--- src/rtl/desc_qmgr_pkg.sv ---
package desc_qmgr_pkg;
    // Operation kind decoded each cycle from the two bus strobes
    typedef enum logic [1:0] {
        OP_IDLE = 2'd0,
        OP_PUSH = 2'd1,
        OP_POP  = 2'd2,
        OP_BOTH = 2'd3
    } op_e;
endpackage

--- src/rtl/desc_link_ram.sv ---
module desc_link_ram #(
    parameter int NUM_DESC = 32,
    localparam int IW = $clog2(NUM_DESC)
) (
    input  logic          clk,
    input  logic          we,
    input  logic [IW-1:0] waddr,
    input  logic [IW-1:0] wdata,
    input  logic [IW-1:0] raddr,
    output logic [IW-1:0] rdata
);
    logic [IW-1:0] mem [NUM_DESC];

    always_ff @(posedge clk) begin
        if (we) begin
            mem[waddr] <= wdata;
        end
    end

    assign rdata = mem[raddr];
endmodule

--- src/rtl/desc_fwd_xlate.sv ---
module desc_fwd_xlate #(
    parameter int NUM_DESC = 32,
    parameter int NUM_REG  = 2,
    parameter int AW       = 32,
    parameter logic [NUM_REG-1:0][AW-1:0] REG_BASE  = {32'h0000_8000, 32'h0000_1000},
    parameter logic [NUM_REG-1:0][AW-1:0] REG_CNT   = {32'd16, 32'd16},
    parameter logic [NUM_REG-1:0][4:0]    REG_SZLOG = {5'd7, 5'd6},
    parameter logic [NUM_REG-1:0][AW-1:0] REG_START = {32'd16, 32'd0},
    localparam int IW = $clog2(NUM_DESC)
) (
    input  logic [AW-1:0] addr_i,
    output logic          ok_o,
    output logic [IW-1:0] idx_o
);
    logic [NUM_REG-1:0] hit;
    logic [IW-1:0]      idx_r [NUM_REG];

    for (genvar r = 0; r < NUM_REG; r++) begin : g_reg
        localparam logic [AW-1:0] ALIGN_MASK = (AW'(1) << REG_SZLOG[r]) - AW'(1);
        logic [AW-1:0] off;
        assign off      = addr_i - REG_BASE[r];
        assign hit[r]   = (addr_i >= REG_BASE[r])
                       && ((off >> REG_SZLOG[r]) < REG_CNT[r])
                       && ((off & ALIGN_MASK) == '0);
        assign idx_r[r] = IW'(REG_START[r] + (off >> REG_SZLOG[r]));
    end

    // lowest-numbered matching region wins
    always_comb begin
        ok_o  = 1'b0;
        idx_o = '0;
        for (int r = NUM_REG - 1; r >= 0; r--) begin
            if (hit[r]) begin
                ok_o  = 1'b1;
                idx_o = idx_r[r];
            end
        end
    end
endmodule

--- src/rtl/desc_rev_xlate.sv ---
module desc_rev_xlate #(
    parameter int NUM_DESC = 32,
    parameter int NUM_REG  = 2,
    parameter int AW       = 32,
    parameter logic [NUM_REG-1:0][AW-1:0] REG_BASE  = {32'h0000_8000, 32'h0000_1000},
    parameter logic [NUM_REG-1:0][AW-1:0] REG_CNT   = {32'd16, 32'd16},
    parameter logic [NUM_REG-1:0][4:0]    REG_SZLOG = {5'd7, 5'd6},
    parameter logic [NUM_REG-1:0][AW-1:0] REG_START = {32'd16, 32'd0},
    localparam int IW = $clog2(NUM_DESC)
) (
    input  logic [IW-1:0] idx_i,
    output logic [AW-1:0] addr_o
);
    logic [NUM_REG-1:0] hit;
    logic [AW-1:0]      addr_r [NUM_REG];

    for (genvar r = 0; r < NUM_REG; r++) begin : g_reg
        logic [AW-1:0] rel;
        assign rel       = AW'(idx_i) - REG_START[r];
        assign hit[r]    = (AW'(idx_i) >= REG_START[r]) && (rel < REG_CNT[r]);
        assign addr_r[r] = REG_BASE[r] + (rel << REG_SZLOG[r]);
    end

    always_comb begin
        addr_o = '0;
        for (int r = NUM_REG - 1; r >= 0; r--) begin
            if (hit[r]) begin
                addr_o = addr_r[r];
            end
        end
    end
endmodule

--- src/rtl/desc_qmgr.sv ---
module desc_qmgr
    import desc_qmgr_pkg::*;
#(
    parameter int NUM_Q    = 8,
    parameter int NUM_DESC = 32,
    parameter int NUM_REG  = 2,
    parameter int AW       = 32,
    parameter logic [NUM_REG-1:0][AW-1:0] REG_BASE  = {32'h0000_8000, 32'h0000_1000},
    parameter logic [NUM_REG-1:0][AW-1:0] REG_CNT   = {32'd16, 32'd16},
    parameter logic [NUM_REG-1:0][4:0]    REG_SZLOG = {5'd7, 5'd6},
    parameter logic [NUM_REG-1:0][AW-1:0] REG_START = {32'd16, 32'd0},
    parameter logic [NUM_Q-1:0]           IRQ_MASK  = 8'hF0,
    localparam int QW = $clog2(NUM_Q),
    localparam int IW = $clog2(NUM_DESC),
    localparam int CW = $clog2(NUM_DESC + 1)
) (
    input  logic             clk,
    input  logic             rst_n,
    input  logic             push_en,
    input  logic [QW-1:0]    push_q,
    input  logic [AW-1:0]    push_addr,
    input  logic             pop_en,
    input  logic [QW-1:0]    pop_q,
    output logic             pop_valid,
    output logic [AW-1:0]    pop_addr,
    input  logic [QW-1:0]    peek_q,
    output logic [AW-1:0]    peek_addr,
    output logic [CW-1:0]    peek_count,
    output logic [NUM_Q-1:0] q_nonempty,
    output logic [NUM_Q-1:0] irq,
    output logic             bad_push_err
);
    // per-queue list state
    logic [IW-1:0] head_q [NUM_Q];
    logic [IW-1:0] tail_q [NUM_Q];
    logic [CW-1:0] cnt_q  [NUM_Q];

    logic          xl_ok;
    logic [IW-1:0] push_idx;
    logic          push_ok;
    logic          same_q;
    op_e           op;

    logic [CW-1:0] pop_cnt_cur;
    logic [IW-1:0] pop_head;
    logic [IW-1:0] link_next;
    logic          pop_has;
    logic [IW-1:0] pop_src_idx;
    logic [AW-1:0] pop_src_addr;
    logic [AW-1:0] peek_head_addr;

    logic          link_we;

    desc_fwd_xlate #(
        .NUM_DESC(NUM_DESC), .NUM_REG(NUM_REG), .AW(AW),
        .REG_BASE(REG_BASE), .REG_CNT(REG_CNT),
        .REG_SZLOG(REG_SZLOG), .REG_START(REG_START)
    ) u_fwd (
        .addr_i (push_addr),
        .ok_o   (xl_ok),
        .idx_o  (push_idx)
    );

    assign push_ok     = push_en && xl_ok;
    assign same_q      = push_ok && pop_en && (push_q == pop_q);
    assign pop_cnt_cur = cnt_q[pop_q];
    assign pop_head    = head_q[pop_q];

    // operation decode
    always_comb begin
        unique case ({push_ok, pop_en})
            2'b00:   op = OP_IDLE;
            2'b10:   op = OP_PUSH;
            2'b01:   op = OP_POP;
            default: op = OP_BOTH;
        endcase
    end

    // new descriptor links behind the current tail of a non-empty queue
    assign link_we = push_ok && (cnt_q[push_q] != '0);

    desc_link_ram #(.NUM_DESC(NUM_DESC)) u_link (
        .clk   (clk),
        .we    (link_we),
        .waddr (tail_q[push_q]),
        .wdata (push_idx),
        .raddr (pop_head),
        .rdata (link_next)
    );

    // pop source: stored head, or the descriptor pushed this cycle onto an empty queue
    assign pop_has     = (pop_cnt_cur != '0) || same_q;
    assign pop_src_idx = (pop_cnt_cur != '0) ? pop_head : push_idx;

    desc_rev_xlate #(
        .NUM_DESC(NUM_DESC), .NUM_REG(NUM_REG), .AW(AW),
        .REG_BASE(REG_BASE), .REG_CNT(REG_CNT),
        .REG_SZLOG(REG_SZLOG), .REG_START(REG_START)
    ) u_rev_pop (
        .idx_i  (pop_src_idx),
        .addr_o (pop_src_addr)
    );

    desc_rev_xlate #(
        .NUM_DESC(NUM_DESC), .NUM_REG(NUM_REG), .AW(AW),
        .REG_BASE(REG_BASE), .REG_CNT(REG_CNT),
        .REG_SZLOG(REG_SZLOG), .REG_START(REG_START)
    ) u_rev_peek (
        .idx_i  (head_q[peek_q]),
        .addr_o (peek_head_addr)
    );

    // queue state registers
    for (genvar q = 0; q < NUM_Q; q++) begin : g_q
        logic push_here;
        logic pop_here;
        assign push_here = push_ok && (push_q == QW'(q));
        assign pop_here  = pop_en && (pop_q == QW'(q));

        always_ff @(posedge clk) begin
            if (!rst_n) begin
                head_q[q] <= '0;
                tail_q[q] <= '0;
                cnt_q[q]  <= '0;
            end else begin
                unique case ({push_here, pop_here})
                    2'b10: begin
                        if (cnt_q[q] == '0) begin
                            head_q[q] <= push_idx;
                        end
                        tail_q[q] <= push_idx;
                        cnt_q[q]  <= cnt_q[q] + CW'(1);
                    end
                    2'b01: begin
                        if (cnt_q[q] != '0) begin
                            head_q[q] <= link_next;
                            cnt_q[q]  <= cnt_q[q] - CW'(1);
                        end
                    end
                    2'b11: begin
                        tail_q[q] <= push_idx;
                        if (cnt_q[q] == CW'(1)) begin
                            head_q[q] <= push_idx;
                        end else if (cnt_q[q] != '0) begin
                            head_q[q] <= link_next;
                        end
                    end
                    default: ;
                endcase
            end
        end

        assign q_nonempty[q] = (cnt_q[q] != '0);
    end

    // bus-side output registers
    always_ff @(posedge clk) begin
        if (!rst_n) begin
            pop_valid    <= 1'b0;
            pop_addr     <= '0;
            bad_push_err <= 1'b0;
        end else begin
            unique case (op)
                OP_POP, OP_BOTH: begin
                    pop_valid <= 1'b1;
                    pop_addr  <= pop_has ? pop_src_addr : '0;
                end
                default: begin
                    pop_valid <= 1'b0;
                    pop_addr  <= '0;
                end
            endcase
            if (push_en && !xl_ok) begin
                bad_push_err <= 1'b1;
            end
        end
    end

    assign peek_count = cnt_q[peek_q];
    assign peek_addr  = (cnt_q[peek_q] != '0) ? peek_head_addr : '0;
    assign irq        = q_nonempty & IRQ_MASK;
endmodule

--- config.mk ---
export PLATFORM = sky130hd
export DESIGN_NAME = desc_qmgr
export DESIGN_NICKNAME = d
export VERILOG_FILES = /design/src/rtl/desc_qmgr_pkg.sv /design/src/rtl/desc_link_ram.sv /design/src/rtl/desc_fwd_xlate.sv /design/src/rtl/desc_rev_xlate.sv /design/src/rtl/desc_qmgr.sv
export SDC_FILE = /design/constraint.sdc
export NUM_CORES = 1
export LEC_CHECK = 0
export BUFFER_PORTS_ARGS = -buffer_cell sky130_fd_sc_hd__clkbuf_2
export CAP_MARGIN = 20
export CORE_MARGIN = 5
export CORE_UTILIZATION = 45
export DETAILED_ROUTE_END_ITERATION = 16
export GPL_ROUTABILITY_DRIVEN = 1
export PLACE_DENSITY = 0.73
export SYNTH_ARGS = -nofsm -noshare
export SYNTH_HDL_FRONTEND = slang
export SYNTH_HIERARCHICAL = 1
export SYNTH_SLANG_ARGS = --single-unit
--- constraint.sdc ---
create_clock -name clk -period 6.01 [get_ports clk]
set_input_delay 0.601 -clock clk [delete_from_list [all_inputs] [get_ports clk]]
set_output_delay 0.601 -clock clk [all_outputs]
set_load 0.05 [all_outputs]
After elaboration in Yosys (flattened, before gate mapping)
Memory sizes are Yosys's and may differ from the RTL's. Index checks and enable logic that the tools add are counted.

Word-level logic and storage cells: 467. Memories kept: 4. Bits in read-only memories: 0. Output and inout port bits: 88. Bits in latches: 0. Input bits: 45. Memory bits (writable): 288. Flip-flop bits (word level): 34.

Memories: u_link.mem (words 32, bits a word 5, read ports 1, clocked after Yosys merged registers in 0, write ports 1, RTL line desc_link_ram.sv:12) `logic [IW-1:0] mem [NUM_DESC];`; cnt_q (words 8, bits a word 6, read ports 11, clocked after Yosys merged registers in 0, write ports 8, RTL line desc_qmgr.sv:36) `logic [CW-1:0] cnt_q [NUM_Q];`; head_q (words 8, bits a word 5, read ports 2, clocked after Yosys merged registers in 0, write ports 8, RTL line desc_qmgr.sv:34) `logic [IW-1:0] head_q [NUM_Q];`; tail_q (words 8, bits a word 5, read ports 1, clocked after Yosys merged registers in 0, write ports 8, RTL line desc_qmgr.sv:35) `logic [IW-1:0] tail_q [NUM_Q];`.

Div/mod/pow operators: 0. Shifts and indexed selects: 0. Eq/ne operators: 51. Muxes and demuxes: 255. Add/sub/neg operators: 25. Bitwise operators: 64. Multiply operators: 0. Magnitude comparators: 10. Reduce and logical (&&, ||, !) cells: 55.

Operators by type and width (count): $mux W5 (51); $mux W1 (182); $mux W32 (5); $mux W6 (16); $reduce_bool A6 Y1 (11); $add A16 B32 Y32 const A (2); $logic_not A32 Y1 (2); $lt A32 B5 Y1 const B (2); $or A1 B1 Y1 (64); $add A6 B1 Y6 const B (8); $eq A6 B1 Y1 const B (8); $logic_not A6 Y1 (8); $sub A6 B1 Y6 const B (8); $eq A2 B2 Y1 const B (19); $ge A32 B13 Y1 const B (1); $ge A32 B16 Y1 const B (1); $sub A32 B13 Y32 const B (1); $sub A32 B16 Y32 const B (1); $add A13 B11 Y14 const A (2); $logic_and A1 B1 Y1 (27); $lt A26 B5 Y1 const B (1); $lt A25 B5 Y1 const B (1); $eq A3 B3 Y1 const B (8); $eq A2 B1 Y1 const B (9); other kinds (14) (22).

Depth between registers and ports, before layout
Gate-level depths: netlist of run 1.

Word-level depth: 16. Gate-level depth with buffers: 15. Gate-level depth less buffers: 12.

Hierarchy
Netlist of run 1, hierarchy kept.

Modules (own cells, without submodules): desc_qmgr (area an instance 10558.9 um^2, sequential area each 4524.3 um^2, cells an instance 1030, times used 1); desc_link_ram (area an instance 6244.7 um^2, sequential area each 4804.6 um^2, cells an instance 272, times used 1); desc_fwd_xlate (area an instance 640.6 um^2, sequential area each 0.0 um^2, cells an instance 93, times used 1); desc_rev_xlate (area an instance 249.0 um^2, sequential area each 0.0 um^2, cells an instance 33, times used 2).

Least setup slack after synthesis of run 1
Ideal clock, no wire load.

Path type: input port to flip-flop. Start: in push_addr[15]. End: mem head_q[4][0] in the netlist's numbering (data pin). Data required time: 5870 ps. Slack: 1500 ps. Arrival: 4370 ps. Setup time: 140 ps. Buffers on the path: 2. Stages: 11. Cells stage by stage: inv_1 -> ha_1 -> or4b_1 -> buf_2 -> o31a_1 -> o31ai_1 -> nand4_1 -> o32ai_1 -> clkbuf_1 -> mux2i_1 -> nor2_1.

RTL lines: start: declaration (RTL line desc_qmgr.sv:21) `input logic [AW-1:0] push_addr,`; end: declaration (RTL line desc_qmgr.sv:34).

==> impl_metrics.ini, run 1 <==
[critical_path]
arrival_ns = 5.02
path_max_fanout = 15
crit_type = in -> reg
required_ns = 6.28
end_kind = register
worst_setup_path_start_kind = input pin

[clocking]
post_cts_buffers = 0
cts_hold_buf = 0
cts.sinks = 322
clk_latency_ns = 0.53
cts.path.max_buffers = 3
htree_levels = 2
cts_tree = built
clkTransAtPathRegs_ns = 0.06
cts-root-buf = clkbuf_16
cts_buffers = 34
cts_resized = 0

[power]
p_leak_nw = 6.571
netSwitchingPower_w = 0.001395
clock_power_share = 0.406
p_int_w = 0.004047
switching_share = 0.2564
seq_power_share = 0.468
total_power_w = 0.005442
peakVddDrop_v = 0.0002600
powerDensity_nw_per_um2 = 273.6
share_comb_of_total_power = 0.126

[floorplanning]
die_x_um = 209.7
io_pins = 133
start_util = 0.4537
rows = 73
die-area_sq_um = 43970
dieHeight_um = 209.7
design.core.area_sq_um = 39550

[drt]
firstDrtPassIters = 6
vias = 12771
wire_per_inst_um = 22.32
via_per_inst = 6.188
drc = 0
wirelength_mm = 46.08
ant_nets = 0
drt-initial-drc-count = 1576

[logic_synthesis]
synth_edf_count = 288
synth_top_area_frac = 0.4820
yosys-top-cells-area = edfxtp_1, mux4_2, dfxtp_1
syn_inst = 1461
async_flop_share = 0
synth_flop_cell = edfxtp_1
yosys.area.top_type = edfxtp_1
synth_area_per_cell_sq_um = 12.28
synth_most_common_cell = edfxtp_1
yosysWarnings = 6
synthTopCellsByCount = edfxtp_1, nor2_1, nand2_1
yosysSeqAreaShare = 0.5199
ys_types = 84
yosys_register_bits = 322
synth.cell_area_sq_um = 17940

[placed_design]
io_buffers = 103
dp_hpwl_mm = 32.34
routabilityCongestion = 0.9174
place_ws_ns = 0.7740
dpl-instance-area_sq_um = 18690

[global_route]
met1_usage = 0.2905
grt_pass1_wl_mm = 71.59
grtUsageMet3 = 0.03797
antenna_found_initial = 0
met2_usage = 0.3235
grt_max_degree = 65
top_usage_layer = met2
overflow = 0
grt_pass1_vias = 12157
gr-usage-all-layers = 0.2036

[timing]
min_period_over_period = 0.7909
period_minus_slack_ns = 4.753
max_freq_mhz = 210.4
clock_skew_ns = 0.02214
maxSlewViolCount = 0
final-hold-violation-count = 0
finalWorstSetupSlack_ns = 1.257
max_slew.worst_pin.slew_ns = 0.9731
max-slew-margin-rel = 0.3513
rsz0062_at_grt = false
setup_violations = 0
setup_tns_ns = 0

[final_layout]
final_core_util = 0.5030
num_antenna_cells = 0
final_nets = 1586
drive_gt1_frac = 0.2320
fin_area_sq_um = 19890
areaGrowthSynthToFinish_pct = 10.87

[status]
status = finished, final reports clean

[hold_path]
min_path_type = in -> reg

[run]
maxCapViolCount = 0
[state kept, by name, indices dropped and copies added (netlist names)]
register,cells
bad_push_err,1
cnt_q,48
head_q,40
pop_addr,32
pop_valid,1
tail_q,40
u_link/mem,160
[placed cells by master, fill, tap and decap left out, types with 25 or more instances in the layout]
cell type  count
edfxtp_1     288
nor2_1       150
nand2_1      125
clkbuf_2     103
mux4_2        84
conb_1        54
nand3_1       44
a21oi_1       40
a22o_1        38
inv_1         36
clkbuf_16     36
dfxtp_1       34
and3_1        32
nor2b_2       30
mux2_2        29
nor3_1        27
ha_1          26
buf_4         25
[routing by layer]
metal  part of all wire  vias up  wire (um)
met1               0.40     6260      18410
met5                  0        -          0
met4              0.024        0       1114
met2               0.47      783      21770
li1                   -     5655          -
met3               0.10       73       4781
[worst max-delay path, cell delays in order]
cell and delay, ns:
clkbuf_2 0.13, inv_1 0.15, ha_1 0.22, or4b_1 0.63, o31a_1 0.30, o31ai_1 0.21
nand4_1 0.44, o31ai_1 0.38, buf_4 0.22, and3b_1 0.53, nand2_1 0.41, o2111ai_2 0.48
mux2i_1 0.25, nor2_1 0.06
[cells by family after synthesis]
group / after synthesis / share of synthesized area
muxes: 137 / 0.1446
xor gates and xnor gates: 11 / 0.005369
other: 3 / 0.0006276
DFF: 322 / 0.5199
buffers and inverters: 199 / 0.05697
and+or+nand+nor: 527 / 0.1563
adders and majority gates: 26 / 0.01813
AOI/OAI and AO/OA: 236 / 0.09798
[cell type report]
type / count / area, sq um
clock buffer: 45 / 954.7
clock inverter: 15 / 226.5
fill: 3368 / 19660
inverter: 37 / 138.9
multi-input combinational: 991 / 7864
sequential: 322 / 9329
tap: 525 / 656.9
timing repair buffer: 129 / 723.2
[per-stage QoR]
| stage | hold slack, ns | instances |
|---|---|---|
| after CTS | 0.4243 | 2063 |
| final | 0.4494 | 2064 |
| after global routing | 0.4442 | 2064 |
| after global placement | 0.5379 | 2003 |
| after floorplan | 0.5985 | 1512 |
| after detailed placement | 0.5421 | 2003 |
[worst paths after layout]
path | startpoint | to | slack, ns | depth (start not counted)
setup / recovery | push_addr[15] | head_q[4][1] | 1.26 | 14
hold / removal | push_en | bad_push_err | 0.45 | 3
setup reg to reg | head_q[7][0] | head_q[3][0] | 2.13 | 7
hold reg to reg | bad_push_err | bad_push_err | 0.57 | 2
[power groups by stage]
stage | Sequential (W) | Combinational, W | Clock, W
global route | 0.00255 | 0.000730 | 0.00234
floorplan | 0.00259 | 0.000539 | 0
finish | 0.00255 | 0.000684 | 0.00221
CTS | 0.00255 | 0.000678 | 0.00224
detailed placement | 0.00259 | 0.000673 | 0
global placement | 0.00259 | 0.000662 | 0
Power figures use the tool's default switching activity.
==> run 2, diff against run 1 <==
- PLACE_DENSITY: 0.73 -> 0.75
- clock period: 6.01 -> 4.1 ns (I/O delays scaled with it)
==> impl_metrics.ini, run 2 (synthesis gave the netlist of run 1 again) <==
[status]
status = finished, final reports clean

[floorplanning]
start_util = 0.4537
rows = 73
dieHeight_um = 209.7
die_x_um = 209.7
die-area_sq_um = 43970
design.core.area_sq_um = 39550
io_pins = 133

[drt]
firstDrtPassIters = 5
wire_per_inst_um = 21.59
ant_nets = 0
via_per_inst = 6.097
wirelength_mm = 47.02
drt-initial-drc-count = 1610
vias = 13280
drc = 0

[global_route]
gr-usage-all-layers = 0.2070
grt_pass1_vias = 12728
overflow = 0
grt_max_degree = 42
antenna_found_initial = 1
grt_pass1_wl_mm = 72.80

[power]
total_power_w = 0.007707
peakVddDrop_v = 0.0003125
p_leak_nw = 7.076
powerDensity_nw_per_um2 = 373.2

[placed_design]
dp_hpwl_mm = 33.30
routabilityCongestion = 0.9531
place_ws_ns = -0.01595
io_buffers = 103

[clocking]
cts.path.max_buffers = 3
cts_tree = built
cts_buffers = 34
cts_resized = 0
cts-root-buf = clkbuf_16
post_cts_buffers = 0
cts_hold_buf = 0
cts.sinks = 322
clkTransAtPathRegs_ns = 0.07
clk_latency_ns = 0.53
htree_levels = 2

[final_layout]
largest_register_ffs = 160
layout_common_cells = edfxtp_1, nor2_1, buf_4
n_fill_cell = 3265
drive_gt1_frac = 0.2851
multi_input_area_sq_um = 7874
areaGrowthSynthToFinish_pct = 15.10
final_common_cell = edfxtp_1
final_core_util = 0.5222
final_nets = 1699
largestRegisters = u_link/mem: 160 flops, cnt_q: 48 flops
regArea_sq_um = 9329
largest-register = u_link/mem

[critical_path]
r2r-end = head_q[6][1]
ff2ff_path_depth = 7
worstReg2RegStart = head_q[6][0]
arrival_ns = 4.00
path_max_fanout = 7
end_kind = register
crit_type = in -> reg
rrSetupSlack_ns = 0.69
worst_setup_path_start_kind = input pin
required_ns = 4.37

[timing]
max_slew.worst_pin.slew_ns = 0.9495
clock_skew_ns = 0.01999
min_period_over_period = 0.9096
final-hold-violation-count = 0
max-slew-margin-rel = 0.3657
finalWorstSetupSlack_ns = 0.3705
max_freq_mhz = 268.1
whs_ns = 0.3055
setup_violations = 0
period_minus_slack_ns = 3.729
maxSlewViolCount = 0
rsz0062_at_grt = false

[hold_path]
min_path_type = in -> reg
min_path_cells = 3
holdPathEnd = bad_push_err
hp-start = push_en

[run]
maxCapViolCount = 0
[run 2: changes by cell type in the layout (fill, tap and decap cells not counted), sizes merged]
cell      change
inv           +1
diode         +1
buf         +113
clkbuf        -1
bufinv        -4
clkinvlp      +4
[run 2: layout make-up]
type                       count  area share
multi-input combinational    991      0.3813
inverter                      37    0.006725
sequential                   322      0.4517
timing repair buffer         242     0.07731
clock inverter                16    0.006058
tap                          525     0.03181
antenna                        1   0.0001212
clock buffer                  44     0.04501
[run 2: how the worst max path moves through the flow]
stage / start / endpoint / slack [ns] / cells past startpoint
3_3_place_gp: push_addr[15] / head_q[2][0] / 0.07 / 17
2_1_floorplan: push_addr[15] / head_q[4][0] / 0.03 / 15
3_5_place_dp: push_addr[15] / cnt_q[2][3] / -0.02 / 17
6_report: push_addr[15] / cnt_q[2][3] / 0.37 / 17
4_1_cts: push_addr[15] / cnt_q[2][3] / 0.48 / 17
5_1_grt: push_addr[15] / cnt_q[2][3] / 0.18 / 17
[run 2: stage by stage]
stage	setup TNS [ns]	std cells	cell area [sq um]
final	0	2178	20650
after global routing	0	2178	20650
after CTS	0	2177	20650
after detailed placement	-0.02398	2117	19600
after global placement	0	2117	19600
after floorplan	0	1512	18170
[run 2: power breakdown]
group | switching [W] | internal [W] | total, W
sequential | 0.000100 | 0.00364 | 0.00374
combinational | 0.000678 | 0.000345 | 0.00102
clock | 0.00127 | 0.00168 | 0.00295
total | 0.00205 | 0.00566 | 0.00771
[run 2: worst max-delay path, stage by stage]
cell and delay, ns:
clkbuf_2 0.09, inv_1 0.13, ha_1 0.23, or4b_1 0.59, buf_4 0.22, nor2_1 0.12
a32o_1 0.21, o221ai_2 0.13, o31ai_2 0.27, buf_4 0.18, buf_4 0.13, and3_1 0.27
buf_4 0.16, a32oi_1 0.08, and3_1 0.30, a221oi_1 0.36, o2bb2ai_1 0.12
[run 2: metal layers]
layer	share of wire	vias up	track usage	wire (um)
met4	0.027	0	0.06773	1258
met2	0.47	839	0.3275	21900
met3	0.11	102	0.03857	5101
met5	0	-	0	0
met1	0.40	6468	0.2912	18760
li1	-	5871	-	-
